`config.mk`:
```
export PLATFORM = sky130hd
export DESIGN_NAME = trs_detector
export DESIGN_NICKNAME = d
export VERILOG_FILES = /design/src/rtl/trs_pkg.sv /design/src/rtl/trs_datapath.sv /design/src/rtl/trs_control.sv /design/src/rtl/trs_detector.sv
export SDC_FILE = /design/constraint.sdc
export NUM_CORES = 1
export LEC_CHECK = 0
export ABC_AREA = 1
export BUFFER_PORTS_ARGS = -buffer_cell sky130_fd_sc_hd__buf_2
export CORE_MARGIN = 2
export CORE_UTILIZATION = 55
export DETAILED_ROUTE_END_ITERATION = 6
export MAX_ROUTING_LAYER = met4
export PLACE_DENSITY = 0.78
export SETUP_SLACK_MARGIN = 0.15
export SYNTH_ARGS = -nofsm -noshare
export SYNTH_HDL_FRONTEND = slang
export SYNTH_SLANG_ARGS = --single-unit
```
`constraint.sdc`:
```
create_clock -name clk -period 1.6 [get_ports clk]
set_input_delay 0.16 -clock clk [delete_from_list [all_inputs] [get_ports clk]]
set_output_delay 0.16 -clock clk [all_outputs]
set_load 0.01 [all_outputs]
```
`src/rtl/trs_pkg.sv`:
```
package trs_pkg;
  localparam int PIPE_DEPTH = 3;

  typedef struct packed {
    logic shiftEn;
    logic clipLoad;
  } trsStrobe_t;
endpackage

```
`src/rtl/trs_datapath.sv`:
```
module trs_datapath
  import trs_pkg::*;
#(
  parameter int WORD_W    = 10,
  parameter int CLIP_SPAN = 4
) (
  input  logic              clk,
  input  logic              rstN,
  input  logic [WORD_W-1:0] wordIn,
  input  trsStrobe_t        strobe,
  output logic              preambleHit,
  output logic [WORD_W-1:0] wordOut
);
  localparam logic [WORD_W-1:0] MAX_WORD   = '1;
  localparam logic [WORD_W-1:0] LOW_LIMIT  = WORD_W'(CLIP_SPAN - 1);
  localparam logic [WORD_W-1:0] HIGH_LIMIT = MAX_WORD - LOW_LIMIT;

  logic [WORD_W-1:0] stg [PIPE_DEPTH];

  // stg[0] is newest; a preamble completes when the incoming word is its third
  assign preambleHit = (stg[1] >= HIGH_LIMIT) && (stg[0] <= LOW_LIMIT) &&
                       (wordIn <= LOW_LIMIT);

  always_ff @(posedge clk or negedge rstN) begin
    if (!rstN) begin
      wordOut <= '0;
      for (int i = 0; i < PIPE_DEPTH; i++) stg[i] <= '0;
    end else if (strobe.shiftEn) begin
      wordOut <= stg[PIPE_DEPTH-1];
      if (strobe.clipLoad) begin
        stg[2] <= MAX_WORD;
        stg[1] <= '0;
        stg[0] <= '0;
      end else begin
        for (int i = PIPE_DEPTH-1; i > 0; i--) stg[i] <= stg[i-1];
        stg[0] <= wordIn;
      end
    end
  end

  p_hold_r2: assert property (@(posedge clk) disable iff (!rstN)
    !strobe.shiftEn |=> $stable(wordOut));

  p_clip_exact_r3: assert property (@(posedge clk) disable iff (!rstN)
    (strobe.shiftEn && strobe.clipLoad) |=>
      (stg[2] == MAX_WORD && stg[1] == '0 && stg[0] == '0));
endmodule

```
`src/rtl/trs_control.sv`:
```
module trs_control
  import trs_pkg::*;
(
  input  logic       clk,
  input  logic       rstN,
  input  logic       wordValid,
  input  logic       detectEnN,
  input  logic       preambleHit,
  input  logic       hBit,
  output trsStrobe_t strobe,
  output logic       trsPulse,
  output logic       savFlag,
  output logic       eavFlag,
  output logic       videoActive
);
  logic armed;

  always_comb begin
    strobe.shiftEn  = wordValid;
    strobe.clipLoad = wordValid && !detectEnN && !armed && preambleHit;
  end

  always_ff @(posedge clk or negedge rstN) begin
    if (!rstN) begin
      armed       <= 1'b0;
      trsPulse    <= 1'b0;
      savFlag     <= 1'b0;
      eavFlag     <= 1'b0;
      videoActive <= 1'b0;
    end else begin
      trsPulse <= 1'b0;
      savFlag  <= 1'b0;
      eavFlag  <= 1'b0;
      if (wordValid) begin
        if (detectEnN) begin
          armed <= 1'b0;
        end else if (armed) begin
          armed       <= 1'b0;
          trsPulse    <= 1'b1;
          savFlag     <= !hBit;
          eavFlag     <= hBit;
          videoActive <= !hBit;
        end else begin
          armed <= preambleHit;
        end
      end
    end
  end

  p_flag_kind_r8: assert property (@(posedge clk) disable iff (!rstN)
    $onehot0({savFlag, eavFlag}) && ((savFlag || eavFlag) == trsPulse));

  p_single_pulse_r8: assert property (@(posedge clk) disable iff (!rstN)
    trsPulse |=> !trsPulse);

  p_sav_sets_r4: assert property (@(posedge clk) disable iff (!rstN)
    savFlag |-> videoActive);

  p_eav_clears_r5: assert property (@(posedge clk) disable iff (!rstN)
    eavFlag |-> !videoActive);

  p_disabled_quiet_r7: assert property (@(posedge clk) disable iff (!rstN)
    detectEnN |=> (!trsPulse && $stable(videoActive)));
endmodule

```
`src/rtl/trs_detector.sv`:
```
module trs_detector
  import trs_pkg::*;
#(
  parameter int WORD_W    = 10,
  parameter int CLIP_SPAN = 4,
  parameter int H_BIT     = 6
) (
  input  logic              clk,
  input  logic              rstN,
  input  logic [WORD_W-1:0] wordIn,
  input  logic              wordValid,
  input  logic              detectEnN,
  output logic [WORD_W-1:0] wordOut,
  output logic              trsPulse,
  output logic              savFlag,
  output logic              eavFlag,
  output logic              videoActive
);
  trsStrobe_t strobe;
  logic       preambleHit;

  trs_datapath #(.WORD_W(WORD_W), .CLIP_SPAN(CLIP_SPAN)) u_datapath (
    .clk(clk), .rstN(rstN), .wordIn(wordIn), .strobe(strobe),
    .preambleHit(preambleHit), .wordOut(wordOut)
  );

  trs_control u_control (
    .clk(clk), .rstN(rstN), .wordValid(wordValid), .detectEnN(detectEnN),
    .preambleHit(preambleHit), .hBit(wordIn[H_BIT]), .strobe(strobe),
    .trsPulse(trsPulse), .savFlag(savFlag), .eavFlag(eavFlag),
    .videoActive(videoActive)
  );
endmodule

```
==> results_dict.tcl <==
set metrics [dict create \
    setup_viol 0 \
    skew_ns 0.00535 \
    met1_usage_pct 22.6 \
    floorplan.rows 20 \
    synthMuxAreaShare_pct 0 \
    routabilityCongestion 0.753 \
    intPower_mw 1.62 \
    crit_arrival_ns 1.42 \
    synth_top_family_by_area "simple AND/OR/NAND/NOR gates" \
    clock.fmax_mhz 863 \
    maxSlewHeadroom_pct 57.2 \
    drv_slew 0 \
    start_util_pct 58.8 \
    antenna_found_initial 0 \
    clock_sinks 45 \
    grt_pass1_wl_um 4980 \
    worst_pin_slew_ns 0.642 \
    p_leak_nw 1.14 \
    synthXorXnorAreaFrac_pct 0 \
    cp.required_ns 1.86 \
    synthFlopType "dfrtp_1" \
    boundaryPins 28 \
    design_area_sq_mm 0.00209 \
    wl_per_cell_um 10.3 \
    fin_crit_ns 1.16 \
    p_comb_share_pct 12.8 \
    drive_above_1_share_pct 20.7 \
    clkTransAtPathRegs_ns 0.12 \
    clock_latency_ns 0.36 \
    hold_class "input port to flip-flop" \
    ys_ff_latch 45 \
    cp-startpoint "wordIn[6]" \
    synth_simple_gate_area_share_pct 19.7 \
    cts_tree "yes" \
    use_met3_pct 6.83 \
    port_buffers 27 \
    synthesis.nets 224 \
    rsz0062_at_grt "false" \
    die_h_um 61.8 \
    critPathLaunchType "input port" \
    p_sw_mw 0.572 \
    synth-edff-count 0 \
    maxCapViolations 0 \
    async_flop_share_pct 100 \
    synth_cells 210 \
    gr-usage-all-layers_pct 19.3 \
    diodes 0 \
    seq_area_frac_synth_pct 61.3 \
    fin_nets 254 \
    drtIter0Drc 72 \
    hold_viol_final 0 \
    finalCritPeriodShare_pct 72.4 \
    die_w_um 61.8 \
    synth_cell_type_count 17 \
    cts_root_buf "clkbuf_4" \
    yosys_warnings 0 \
    r2r_setup_slack_ns 0.45 \
    grt_pass1_vias 1148 \
    hpwl_um 2000 \
    r2r_end "u_datapath.stg[11]$_DFFE_PN0P_" \
    dpl_cell_area_sq_mm 0.00200 \
    pwr-share-seq_pct 59.9 \
    syn_area_sq_mm 0.00184 \
    coreArea_sq_mm 0.00313 \
    status "finished clean" \
    clockPowerShare_pct 27.3 \
    ir_worst_vdd_v 0.000627 \
    ctsResizeCount 0 \
    die_area_sq_mm 0.00382 \
    htreeDepth 2 \
    grt_overflow 0 \
    final.setup.tns_ns 0 \
    critical_path_class "input port to flip-flop" \
    drt-pass1-iter-count 4 \
    routed_via_density 4.65 \
    critPathCapture "u_datapath.stg[11]$_DFFE_PN0P_" \
    grt_max_degree 41 \
    ant_nets 0 \
    finalWirelength_um 2930 \
    r2r_start "u_control.armed$_DFFE_PN0P_" \
    remaining_drc_errors 0 \
    synth_compound_area_share_pct 9.94 \
    ff2ff_path_depth 8 \
    synthAdderAreaFrac_pct 0 \
    synthToLayoutAreaGrowth_pct 14.0 \
    num_vias 1325 \
    top_usage_layer "met2" \
    crit_fanout 7 \
    end_kind "flip-flop" \
    use_met2_pct 30.1 \
    cts_made_buffers 5 \
    switching_share_pct 26.1 \
    power_density_mw_per_mm2 1050 \
    clock_path_buffers 2 \
    avgSynthCellArea_sq_um 8.75 \
]
-- logic make-up (layout without fill, tap and decap cells) --
group                  Yosys count  after routing
AND/OR/NAND/NOR                 89             89
flip-flops                      45             45
buffers and inverters           41             72
AO/OA/AOI/OAI                   35             35
-- worst min-delay path by stage --
stage | from | to | slack, ns | cells after the start
finish | wordIn[9] | u_datapath.stg[29]$_DFFE_PN0P_ | 0.02 | 3
detailed placement | rstN | u_datapath.wordOut[3]$_DFFE_PN0P_ | 0.22 | 1
CTS | wordIn[4] | u_datapath.stg[24]$_DFFE_PN0P_ | 0.003 | 3
global route | wordIn[5] | u_datapath.stg[25]$_DFFE_PN0P_ | 0.0003 | 3
floorplan | rstN | u_control.armed$_DFFE_PN0P_ | -0.14 | 0
global placement | rstN | u_datapath.wordOut[3]$_DFFE_PN0P_ | 0.22 | 1
-- per-layer routing --
layer	part of all wire, %	up-vias
li1	-	694
met3	4.8	7
met2	46	28
met4	1.7	0
met1	48	596
met5	0	-
-- cell usage in the layout (no fill, tap or decap), types with 2 or more instances in the layout --
cell           netlist  final
buf_2                4     27
inv_2                5      5
a21oi_2              2      2
clkbuf_8             0      2
nand2_1             70     70
o21ai_0             27     27
dlygate4sd3_1        0      2
inv_1               26     26
nor2_1              13     13
nand2_4              2      2
o21ai_1              6      6
clkbuf_4             0      5
dfrtp_1             45     45
buf_4                2      3
-- flip-flops by register name (all words and copies together), names as in the netlist --
signal and count:
u_control.trsPulse 1, u_control.eavFlag 1, u_datapath.wordOut 10, u_control.armed 1, u_control.savFlag 1, u_datapath.stg 30
u_control.videoActive 1
-- per-stage QoR --
step                      setup slack (ns)  hold slack, ns  total power, mW  util, %  instances
after floorplan                      0.553          -0.136             1.50        -        210
after global placement               0.504           0.217             1.60     64.1        275
after detailed placement             0.478           0.223             1.62     64.1        275
after CTS                            0.440         0.00252             2.21     67.0        285
after global routing                 0.305        0.000346             2.33     67.0        285
final                                0.441          0.0150             2.19     67.0        285
-- synth_stat cells, types with 2 or more instances --
| master | n | area (sq um) |
|---|---|---|
| o21ai_1 | 6 | 30.0 |
| buf_2 | 4 | 20.0 |
| dfrtp_1 | 45 | 1130 |
| nand2_1 | 70 | 263 |
| a21oi_2 | 2 | 17.5 |
| clkbuf_1 | 3 | 11.3 |
| nand2_4 | 2 | 22.5 |
| inv_1 | 26 | 97.6 |
| inv_2 | 5 | 18.8 |
| o21ai_0 | 27 | 135 |
| buf_4 | 2 | 15.0 |
| nor2_1 | 13 | 48.8 |
-- repair_timing --
action | CTS | global route
hold buffers | 2 | 0
endpoints found under the hold margin | 29 | 0
buffers inserted | 0 | 0
-- power groups by stage --
stage | Sequential, mW | Combinational (mW) | Clock (mW)
2_1_floorplan | 1.34 | 0.158 | 0
3_3_place_gp | 1.33 | 0.275 | 0
3_5_place_dp | 1.33 | 0.283 | 0
4_1_cts | 1.31 | 0.287 | 0.613
5_1_grt | 1.33 | 0.333 | 0.666
6_report | 1.31 | 0.280 | 0.598
-- cell type report --
cell class / instances / area, sq um
Timing Repair Buffer: 32 / 178
Fill cell: 281 / 1030
Multi-Input combinational cell: 124 / 546
Clock buffer: 7 / 65.1
Clock inverter: 1 / 5.00
Inverter: 32 / 120
Sequential cell: 45 / 1130
Tap cell: 44 / 55.1
-- worst max-delay path, cell delays in order --
cell and delay [ns]:
dlygate4sd3_1 0.53, buf_2 0.14, inv_2 0.06, nand2_1 0.05
nor2_1 0.08, nand2_1 0.09, nor2_4 0.11, nand2_4 0.08
nand2_1 0.07, nand2_1 0.04
Power figures use the tool's default switching activity.
